### src/rtl/mem_ea_gen_pkg.sv
package mem_ea_gen_pkg;

    localparam int unsigned DISP_W   = 19;
    localparam int unsigned PCREL_W  = 10;
    localparam int unsigned REG_W    = 5;
    localparam int unsigned INSTR_B  = 4;

    typedef enum logic [2:0] {
        AM_LONG   = 3'd0,
        AM_GLOBAL = 3'd1,
        AM_SHORT  = 3'd2,
        AM_PCREL  = 3'd3,
        AM_RIND   = 3'd4,
        AM_BAD    = 3'd7
    } amode_e;

    typedef enum logic [1:0] {
        UPD_NONE = 2'd0,
        UPD_INC  = 2'd1,
        UPD_DEC  = 2'd2
    } upd_e;

    typedef struct packed {
        amode_e             mode;
        logic [REG_W-1:0]   base_reg;
        logic [REG_W-1:0]   idx_reg;
        logic               idx_en;
        upd_e               upd;
        logic [DISP_W-1:0]  disp;
        logic               disp_signed;
        logic               use_pc;
        logic               bad;
    } dec_t;

endpackage

### src/rtl/mem_ea_gen_decode.sv
module mem_ea_gen_decode
    import mem_ea_gen_pkg::*;
(
    input  logic [31:0] instr_i,
    output dec_t        dec_o
);

    logic [2:0] idx_f;
    logic [2:0] long_b;
    logic [2:0] short_b;
    logic [1:0] sub_sel;
    logic [2:0] rind_m;
    logic [4:0] unused_dst;

    assign idx_f      = instr_i[26:24];
    assign long_b     = instr_i[21:19];
    assign short_b    = instr_i[22:20];
    assign sub_sel    = instr_i[19:18];
    assign rind_m     = instr_i[17:15];
    assign unused_dst = instr_i[31:27];

    always_comb begin
        dec_o             = '0;
        dec_o.mode        = AM_BAD;
        dec_o.idx_en      = (idx_f != 3'd0);
        dec_o.idx_reg     = {2'b00, idx_f};
        dec_o.upd         = UPD_NONE;
        if (instr_i[23]) begin
            if (instr_i[22]) begin
                dec_o.mode     = AM_LONG;
                dec_o.base_reg = 5'd24 + {2'b00, long_b};
                dec_o.disp     = instr_i[DISP_W-1:0];
                dec_o.bad      = (long_b == 3'd0);
            end else begin
                dec_o.mode     = AM_GLOBAL;
                dec_o.base_reg = 5'd16;
                dec_o.disp     = {4'b0000, instr_i[14:0]};
            end
        end else if (short_b != 3'd0) begin
            dec_o.mode     = AM_SHORT;
            dec_o.base_reg = 5'd16 + {2'b00, short_b};
            dec_o.disp     = {7'b0, instr_i[11:0]};
        end else begin
            unique case (sub_sel)
                2'b00: begin
                    dec_o.mode        = AM_PCREL;
                    dec_o.use_pc      = 1'b1;
                    dec_o.disp_signed = 1'b1;
                    dec_o.disp        = {9'b0, instr_i[PCREL_W-1:0]};
                end
                2'b01: begin
                    dec_o.mode     = AM_RIND;
                    dec_o.base_reg = instr_i[4:0];
                    unique case (rind_m)
                        3'b000:  dec_o.upd = UPD_NONE;
                        3'b010:  dec_o.upd = UPD_INC;
                        3'b011:  dec_o.upd = UPD_DEC;
                        default: dec_o.bad = 1'b1;
                    endcase
                end
                default: begin
                    dec_o.mode = AM_BAD;
                    dec_o.bad  = 1'b1;
                end
            endcase
        end
    end

endmodule

### src/rtl/mem_ea_gen_step.sv
module mem_ea_gen_step #(
    parameter int unsigned XLEN = 64
) (
    input  logic [2:0]      size_i,
    output logic [XLEN-1:0] step_o,
    output logic            bad_o
);

    localparam int unsigned SW = 4;

    logic [SW-1:0] bytes;

    always_comb begin
        bad_o = 1'b0;
        unique case (size_i)
            3'b000:  bytes = 4'd1;
            3'b001:  bytes = 4'd2;
            3'b010:  bytes = 4'd4;
            3'b011:  bytes = 4'd6;
            3'b100:  bytes = 4'd8;
            default: begin
                bytes = 4'd0;
                bad_o = 1'b1;
            end
        endcase
        step_o = {{(XLEN-SW){1'b0}}, bytes};
    end

endmodule

### src/rtl/mem_ea_gen_sum.sv
module mem_ea_gen_sum
    import mem_ea_gen_pkg::*;
#(
    parameter int unsigned XLEN = 64
) (
    input  dec_t            dec_i,
    input  logic [XLEN-1:0] pc_i,
    input  logic [XLEN-1:0] base_val_i,
    input  logic [XLEN-1:0] idx_val_i,
    input  logic [XLEN-1:0] step_i,
    input  logic            is_store_i,
    output logic [XLEN-1:0] ea_o,
    output logic [XLEN-1:0] upd_val_o
);

    localparam int unsigned ZPAD = XLEN - DISP_W;
    localparam int unsigned SPAD = XLEN - PCREL_W;
    localparam logic [XLEN-1:0] NEXT_OFS = XLEN'(INSTR_B);

    logic [XLEN-1:0] disp_ext;
    logic [XLEN-1:0] base_sel;
    logic [XLEN-1:0] addr_base;
    logic [XLEN-1:0] idx_add;

    always_comb begin
        if (dec_i.disp_signed) begin
            disp_ext = {{SPAD{dec_i.disp[PCREL_W-1]}}, dec_i.disp[PCREL_W-1:0]};
        end else begin
            disp_ext = {{ZPAD{1'b0}}, dec_i.disp};
        end

        base_sel = dec_i.use_pc ? (pc_i + NEXT_OFS) : base_val_i;

        unique case (dec_i.upd)
            UPD_INC: upd_val_o = base_sel + step_i;
            UPD_DEC: upd_val_o = base_sel - step_i;
            default: upd_val_o = base_sel;
        endcase

        addr_base = (is_store_i && (dec_i.upd != UPD_NONE)) ? upd_val_o : base_sel;
        idx_add   = dec_i.idx_en ? idx_val_i : '0;
        ea_o      = addr_base + disp_ext + idx_add;
    end

endmodule

### src/rtl/mem_ea_gen.sv
module mem_ea_gen
    import mem_ea_gen_pkg::*;
#(
    parameter int unsigned XLEN = 64
) (
    input  logic             clk_i,
    input  logic             rst_ni,
    input  logic             valid_i,
    input  logic [31:0]      instr_i,
    input  logic [XLEN-1:0]  pc_i,
    input  logic             is_store_i,
    input  logic [2:0]       size_i,
    output logic [REG_W-1:0] raddr_a_o,
    input  logic [XLEN-1:0]  rdata_a_i,
    output logic [REG_W-1:0] raddr_b_o,
    input  logic [XLEN-1:0]  rdata_b_i,
    output logic             valid_o,
    output logic [XLEN-1:0]  ea_o,
    output logic             idx_used_o,
    output logic             illegal_o,
    output logic             wb_en_o,
    output logic [REG_W-1:0] wb_reg_o,
    output logic [XLEN-1:0]  wb_data_o
);

    typedef struct packed {
        logic             valid;
        logic [XLEN-1:0]  ea;
        logic             idx_used;
        logic             illegal;
        logic             wb_en;
        logic [REG_W-1:0] wb_reg;
        logic [XLEN-1:0]  wb_data;
    } res_t;

    dec_t            dec;
    logic [XLEN-1:0] step;
    logic            size_bad;
    logic [XLEN-1:0] ea_raw;
    logic [XLEN-1:0] upd_raw;
    res_t            res_d;
    res_t            res_q;

    mem_ea_gen_decode u_decode (
        .instr_i (instr_i),
        .dec_o   (dec)
    );

    mem_ea_gen_step #(.XLEN(XLEN)) u_step (
        .size_i (size_i),
        .step_o (step),
        .bad_o  (size_bad)
    );

    mem_ea_gen_sum #(.XLEN(XLEN)) u_sum (
        .dec_i      (dec),
        .pc_i       (pc_i),
        .base_val_i (rdata_a_i),
        .idx_val_i  (rdata_b_i),
        .step_i     (step),
        .is_store_i (is_store_i),
        .ea_o       (ea_raw),
        .upd_val_o  (upd_raw)
    );

    assign raddr_a_o = dec.base_reg;
    assign raddr_b_o = dec.idx_reg;

    always_comb begin
        logic ok;
        ok             = valid_i && !dec.bad && !size_bad;
        res_d          = '0;
        res_d.valid    = valid_i;
        res_d.illegal  = valid_i && !ok;
        if (ok) begin
            res_d.ea       = ea_raw;
            res_d.idx_used = dec.idx_en;
            if (dec.upd != UPD_NONE) begin
                res_d.wb_en   = 1'b1;
                res_d.wb_reg  = dec.base_reg;
                res_d.wb_data = upd_raw;
            end
        end
    end

    always_ff @(posedge clk_i or negedge rst_ni) begin
        if (!rst_ni) begin
            res_q <= '0;
        end else begin
            res_q <= res_d;
        end
    end

    assign valid_o    = res_q.valid;
    assign ea_o       = res_q.ea;
    assign idx_used_o = res_q.idx_used;
    assign illegal_o  = res_q.illegal;
    assign wb_en_o    = res_q.wb_en;
    assign wb_reg_o   = res_q.wb_reg;
    assign wb_data_o  = res_q.wb_data;

endmodule

### config.mk
export PLATFORM = sky130hd
export DESIGN_NAME = mem_ea_gen
export DESIGN_NICKNAME = d
export VERILOG_FILES = /design/src/rtl/mem_ea_gen_pkg.sv /design/src/rtl/mem_ea_gen_decode.sv /design/src/rtl/mem_ea_gen_step.sv /design/src/rtl/mem_ea_gen_sum.sv /design/src/rtl/mem_ea_gen.sv
export SDC_FILE = /design/constraint.sdc
export NUM_CORES = 1
export LEC_CHECK = 0
export BUFFER_PORTS_ARGS = -buffer_cell sky130_fd_sc_hd__buf_2
export CORE_MARGIN = 10
export CORE_UTILIZATION = 45
export DETAILED_ROUTE_END_ITERATION = 6
export HOLD_SLACK_MARGIN = 0.08
export PLACE_DENSITY = 0.73
export SKIP_CTS_REPAIR_TIMING = 1
export SYNTH_ARGS = -nofsm -noshare
export SYNTH_HDL_FRONTEND = slang
export SYNTH_SLANG_ARGS = --single-unit
### constraint.sdc
create_clock -name clk_i -period 1.69 [get_ports clk_i]
set_clock_uncertainty 0.2 [all_clocks]
set_input_delay 0.0845 -clock clk_i [delete_from_list [all_inputs] [get_ports clk_i]]
set_output_delay 0.0845 -clock clk_i [all_outputs]
set_load 0.01 [all_outputs]
* Word-level counts from Yosys, hierarchy flattened *
Index checks and enable logic that the tools add are counted.

storage, ports and cells
  bits in registers = 137
  bits in latches = 0
  bits in writable memories = 0
  memory bits (read-only) = 0
  bits of input ports = 231
  output and inout bits = 147
  word-level logic and storage cells = 65
  memories = 0

cells by class
  add/sub/neg operators = 7
  $mul = 0
  div/mod/pow operators = 0
  magnitude comparators = 0
  equal/unequal tests = 9
  shift-type cells = 0
  multiplexer cells = 27
  bitwise gates (word level) = 0
  reduce and logical (&&, ||, !) cells = 15

operators with widths
  cell                                                              number
  64-bit two-way mux                                                4
  70-bit two-way mux                                                2
  64-bit adder                                                      2
  64-bit one-hot mux with 2 select lines                            1
  65-bit two-way mux                                                1
  64-bit by 3-bit adder with 64-bit output (second input constant)  1
  64-bit by 4-bit adder with 64-bit output                          1
  64-bit by 4-bit subtractor with 64-bit output                     1
  19-bit two-way mux                                                3
  5-bit two-way mux                                                 4
  4-bit one-hot mux with 5 select lines                             1
  3-bit by 2-bit == test with 1-bit output (second input constant)  4
  12-bit two-way mux                                                1
  3-bit zero test                                                   3
  2-bit two-way mux                                                 4
  3-bit nonzero test                                                2
  4-bit by 4-bit adder with 5-bit output (first input constant)     1
  5-bit by 3-bit adder with 5-bit output (first input constant)     1
  5-bit OR reduction                                                1
  2-bit by 1-bit == test with 1-bit output (second input constant)  2
  1-bit logical AND                                                 4
  2-bit one-hot mux with 2 select lines                             1
  3-bit by 1-bit == test with 1-bit output (second input constant)  1
  3-bit == test (second input constant)                             1
  other kinds (8)                                                   11

* Logic depth before layout (Yosys ltp) *
  depth in word-level cells = 13
  depth in mapped cells = 38
  depth with buffers taken out = 36

* By module *
Synthesis repeated with hierarchy kept, for this count alone.

second synthesis, totals
  cells, all modules = 2,554
  area, all modules = 19,849.0 µm²

by module, submodules not included
  module             times used  cells each  area an instance (µm²)  seq. area each (µm²)
  mem_ea_gen_sum     1           2,133       14,465.1                0.0
  mem_ea_gen         1           297         4,509.3                 3,428.3
  mem_ea_gen_step    1           66          491.7                   0.0
  mem_ea_gen_decode  1           58          382.9                   0.0

* Least setup slack after synthesis *
No wires, ideal clock.

  path kind = input to register
  start = in instr_i[22]
  end = reg res_q (netlist bit ea_o[63])
  library setup time = 0.135 ns
  data arrival time = 7.705 ns
  data required time = 1.355 ns
  setup slack = -6.350 ns
  stages on the path = 34
  path buffers = 2
  path through = or4_1 -> clkbuf_1 -> nor3b_1 -> nand4b_1 -> inv_1 -> ha_1 -> a21o_1 -> ha_1 -> buf_6 -> a2111oi_0 -> o21ai_1 -> nor3b_2 -> nor3_1 -> nor3_1 -> o21ai_1 -> a21oi_1 -> o21bai_1 -> a21boi_1 -> xnor2_1 -> mux2i_1 -> fa_1 -> inv_1 -> ha_1 -> a21o_1 -> a21o_1 -> a21o_1 -> a221o_1 -> o311ai_2 -> o21ai_2 -> and3_1 -> a21oi_1 -> xnor2_1 -> nand3_1 -> nor3b_2

RTL lines
  element               line              source
  start, declared       mem_ea_gen.sv:9   input logic [31:0] instr_i,
  end signal, assigned  mem_ea_gen.sv:90  res_q <= res_d;
  end, declared         mem_ea_gen.sv:42  res_t res_q;

==> impl_metrics.toml <==
[run_status]
outcome = "finished, violations left"
violations = "negative hold slack, negative setup slack"

[global_route]
grt_pass1_vias = 19830
grt_usage = 0.3070
grt_max_degree = 68
grt_pass1_wl_um = 108400
antenna_found_initial = 1
grt_overflow = 0

[yosys]
async_reset_ff_frac = 1.000
syn_inst = 2135
synth_edf_count = 0
ys_types = 85
seq_area_frac_synth = 0.2046
synth_seq_cells = 137
yosys_most_used_dff = "dfrtp_1"
yosysWarnings = 0
avgSynthCellArea_sq_um = 7.848
syn_area_sq_um = 16760

[cts]
cts_buffer_depth = 2
cts-buffers-inserted = 17
cts_sinks = 137
cts_max_level = 4
clk_pin_slew_worst_paths_ps = 70
cts_tree = "built"
root_buffer = "clkbuf_16"

[power]
ir_drop_uv = 831.2
powerDensity_nw_per_um2 = 699.6
power.leakage_nw = 15.43

[routing]
dr.first_iter.drc_count = 1680
routed_via_density = 5.570
drcViolationCount = 0
wl_um = 77810
final_antenna_net_count = 0
wl_per_cell_um = 20.73
dr.pass1.iters = 6
num_vias = 20910

[placement]
dp_hpwl_um = 60160
dp.cells = 3640
gp_congestion = 1.020
port_buffers = 370

[floorplanning]
fp.dieW_um = 213.0
die-height_um = 213.0
fp.dieArea_sq_um = 45350
core_sq_um = 36700
num_rows = 70
initial_core_util = 0.4566
io_pins = 378

[run]
cap_violations = 0

[worst_setup_path]
cp-start-kind = "input port"
endpoint_kind = "register"
required_ps = 1820
critPathSlowestCell = "or4_4"
arrival_ps = 7150
cp_common_cell = "buf_4"
slowest_delay_ps = 550
crit_type = "input port to register"
critPathMaxFanout = 6

[timing]
drv_slew = 0
fin_ws_ps = -5337
period_needed_ps = 7027
setup_viol = 139
rsz0062_at_grt = "true"
fmax_ghz = 0.1423
hold_violations = 8
totalNegativeSetupSlack_ps = -430200
whs_ps = -154.4
finalCritPeriodShare = 4.158
worst_pin_slew_ps = 1046
relSlewSlack = 0.3001

[worst_hold_path]
hp-class = "input port to register"

[finish]
syn2layout_area_growth_pct = 72.60
nets = 3698
drive_above_1_share = 0.5023
stdcell_count = 3754
## synthesized netlist by cell type (all sizes together), types with 6 or more instances
master / instances / area, sq um
clkbuf: 78 / 292.8
or4: 6 / 45.04
nand2b: 16 / 100.1
o31ai: 6 / 45.04
xor2: 83 / 727.0
a21oi: 147 / 743.2
mux2i: 90 / 900.9
inv: 154 / 578.1
o21a: 16 / 120.1
and4: 7 / 61.31
a21o: 80 / 600.6
xnor2: 94 / 823.3
nand2: 263 / 989.7
a21boi: 10 / 75.07
buf: 20 / 105.1
and3: 34 / 212.7
nand4: 45 / 281.5
nand3: 56 / 280.3
fa: 65 / 1301
a22o: 10 / 87.58
a31oi: 14 / 93.84
o21bai: 23 / 172.7
ha: 130 / 1627
nor3b: 10 / 90.09
o21ai: 140 / 708.2
a211oi: 18 / 140.1
nor2b: 36 / 225.2
nor2: 196 / 738.2
or3: 7 / 43.79
and2: 30 / 190.2
nor3: 30 / 150.1
o211ai: 8 / 60.06
nor4: 6 / 58.80
dfrtp: 137 / 3428
## path summary, 6_finish.rpt
kind / slack, ps / startpoint / endpoint / cells after the start
max: -5340 / instr_i[20] / ea_o[63] / 36
min: -150 / rdata_b_i[0] / ea_o[0] / 4
max in group asynchronous: 430 / rst_ni / ea_o[43] / 4
min in group asynchronous: 490 / rst_ni / wb_data_o[10] / 4
## critical path, delay by kind of cell
kind / cells / cell delay, ps
fa+ha+maj: 4 / 1400
buf+inv: 6 / 800
mux: 1 / 170
xor+xnor: 2 / 450
compound gates: 10 / 1910
simple gates: 13 / 2320
## kinds of logic after synthesis
logic type                 after synthesis  share of synthesized area
muxes                                   93                    0.05578
AOI/OAI and AO/OA                      524                     0.2004
buffers and inverters                  253                    0.05847
DFF                                    137                     0.2046
adders and majority gates              195                     0.1747
and+or+nand+nor                        755                     0.2133
other                                    1                  0.0002238
xor gates and xnor gates               177                    0.09252
## flip-flops by register name (all words and copies together) (netlist names)
register and cells:
illegal_o 1, wb_en_o 1, ea_o 64, valid_o 1, idx_used_o 1, wb_data_o 64
wb_reg_o 5
## metrics by stage
stage / worst slack (ps) / utilization / hold WS (ps) / power (mW) / area [sq um]
finish: -5337 / 0.7881 / -154.4 / 20.23 / 28920
global route: -5607 / 0.7881 / -135.1 / 21.16 / 28920
CTS: -5486 / 0.7029 / -718.5 / 17.79 / 25790
detailed placement: -5957 / 0.6851 / -223.9 / 13.36 / 25140
global placement: -5849 / 0.6851 / -228.6 / 13.18 / 25140
floorplan: -5338 / - / -411.1 / 8.678 / 17310
## cell usage in the layout, fill, tap and decap left out, types with 11 or more instances in the layout
cell,netlist,layout
xor2_1,83,67
dlygate4sd3_1,0,13
a21oi_4,0,16
xnor2_2,0,32
buf_4,5,772
clkbuf_16,0,19
buf_2,3,365
nand4_1,45,45
and3_1,34,29
inv_1,152,140
nand2_2,1,13
fa_1,65,61
o21bai_1,23,15
nand3_1,56,51
xnor2_1,94,58
a21o_1,80,79
dfrtp_1,137,137
ha_4,0,45
nor2_1,195,176
mux2i_1,90,73
o21ai_0,125,85
ha_1,130,82
nor2_2,1,14
a21oi_1,145,79
nand2_1,262,243
and2_1,29,24
nor3_1,30,18
a211oi_2,1,11
buf_6,1,50
a21oi_2,2,52
nand2b_1,16,12
inv_2,2,13
nor2b_1,36,29
o21ai_1,13,21
xor2_2,0,14
o21ai_2,2,28
o21a_1,16,14
mux2i_2,0,15
## power by group
| part | total (mW) | internal [mW] | switching, mW |
|---|---|---|---|
| clock network | 4.43 | 2.70 | 1.73 |
| registers | 3.56 | 3.51 | 0.0545 |
| logic | 12.2 | 6.18 | 6.06 |
| total | 20.2 | 12.4 | 7.85 |
## per-layer routing
layer | global-route usage | routed length (um) | vias up
met1 | 0.4066 | 31860 | 10040
met2 | 0.5068 | 36970 | 1014
met4 | 0.08026 | 2882 | 0
li1 | - | - | 9665
met3 | 0.05220 | 6105 | 189
met5 | 0 | 0 | -
## layout make-up
class | count | area [sq um]
Inverter | 155 | 586.8
Multi-Input combinational cell | 1746 | 15050
Antenna cell | 1 | 2.502
Clock inverter | 11 | 192.7
Clock buffer | 21 | 460.4
Timing Repair Buffer | 1215 | 8611
Fill cell | 2408 | 7776
Tap cell | 468 | 585.6
Sequential cell | 137 | 3428
(Power assumes the default switching activity.)
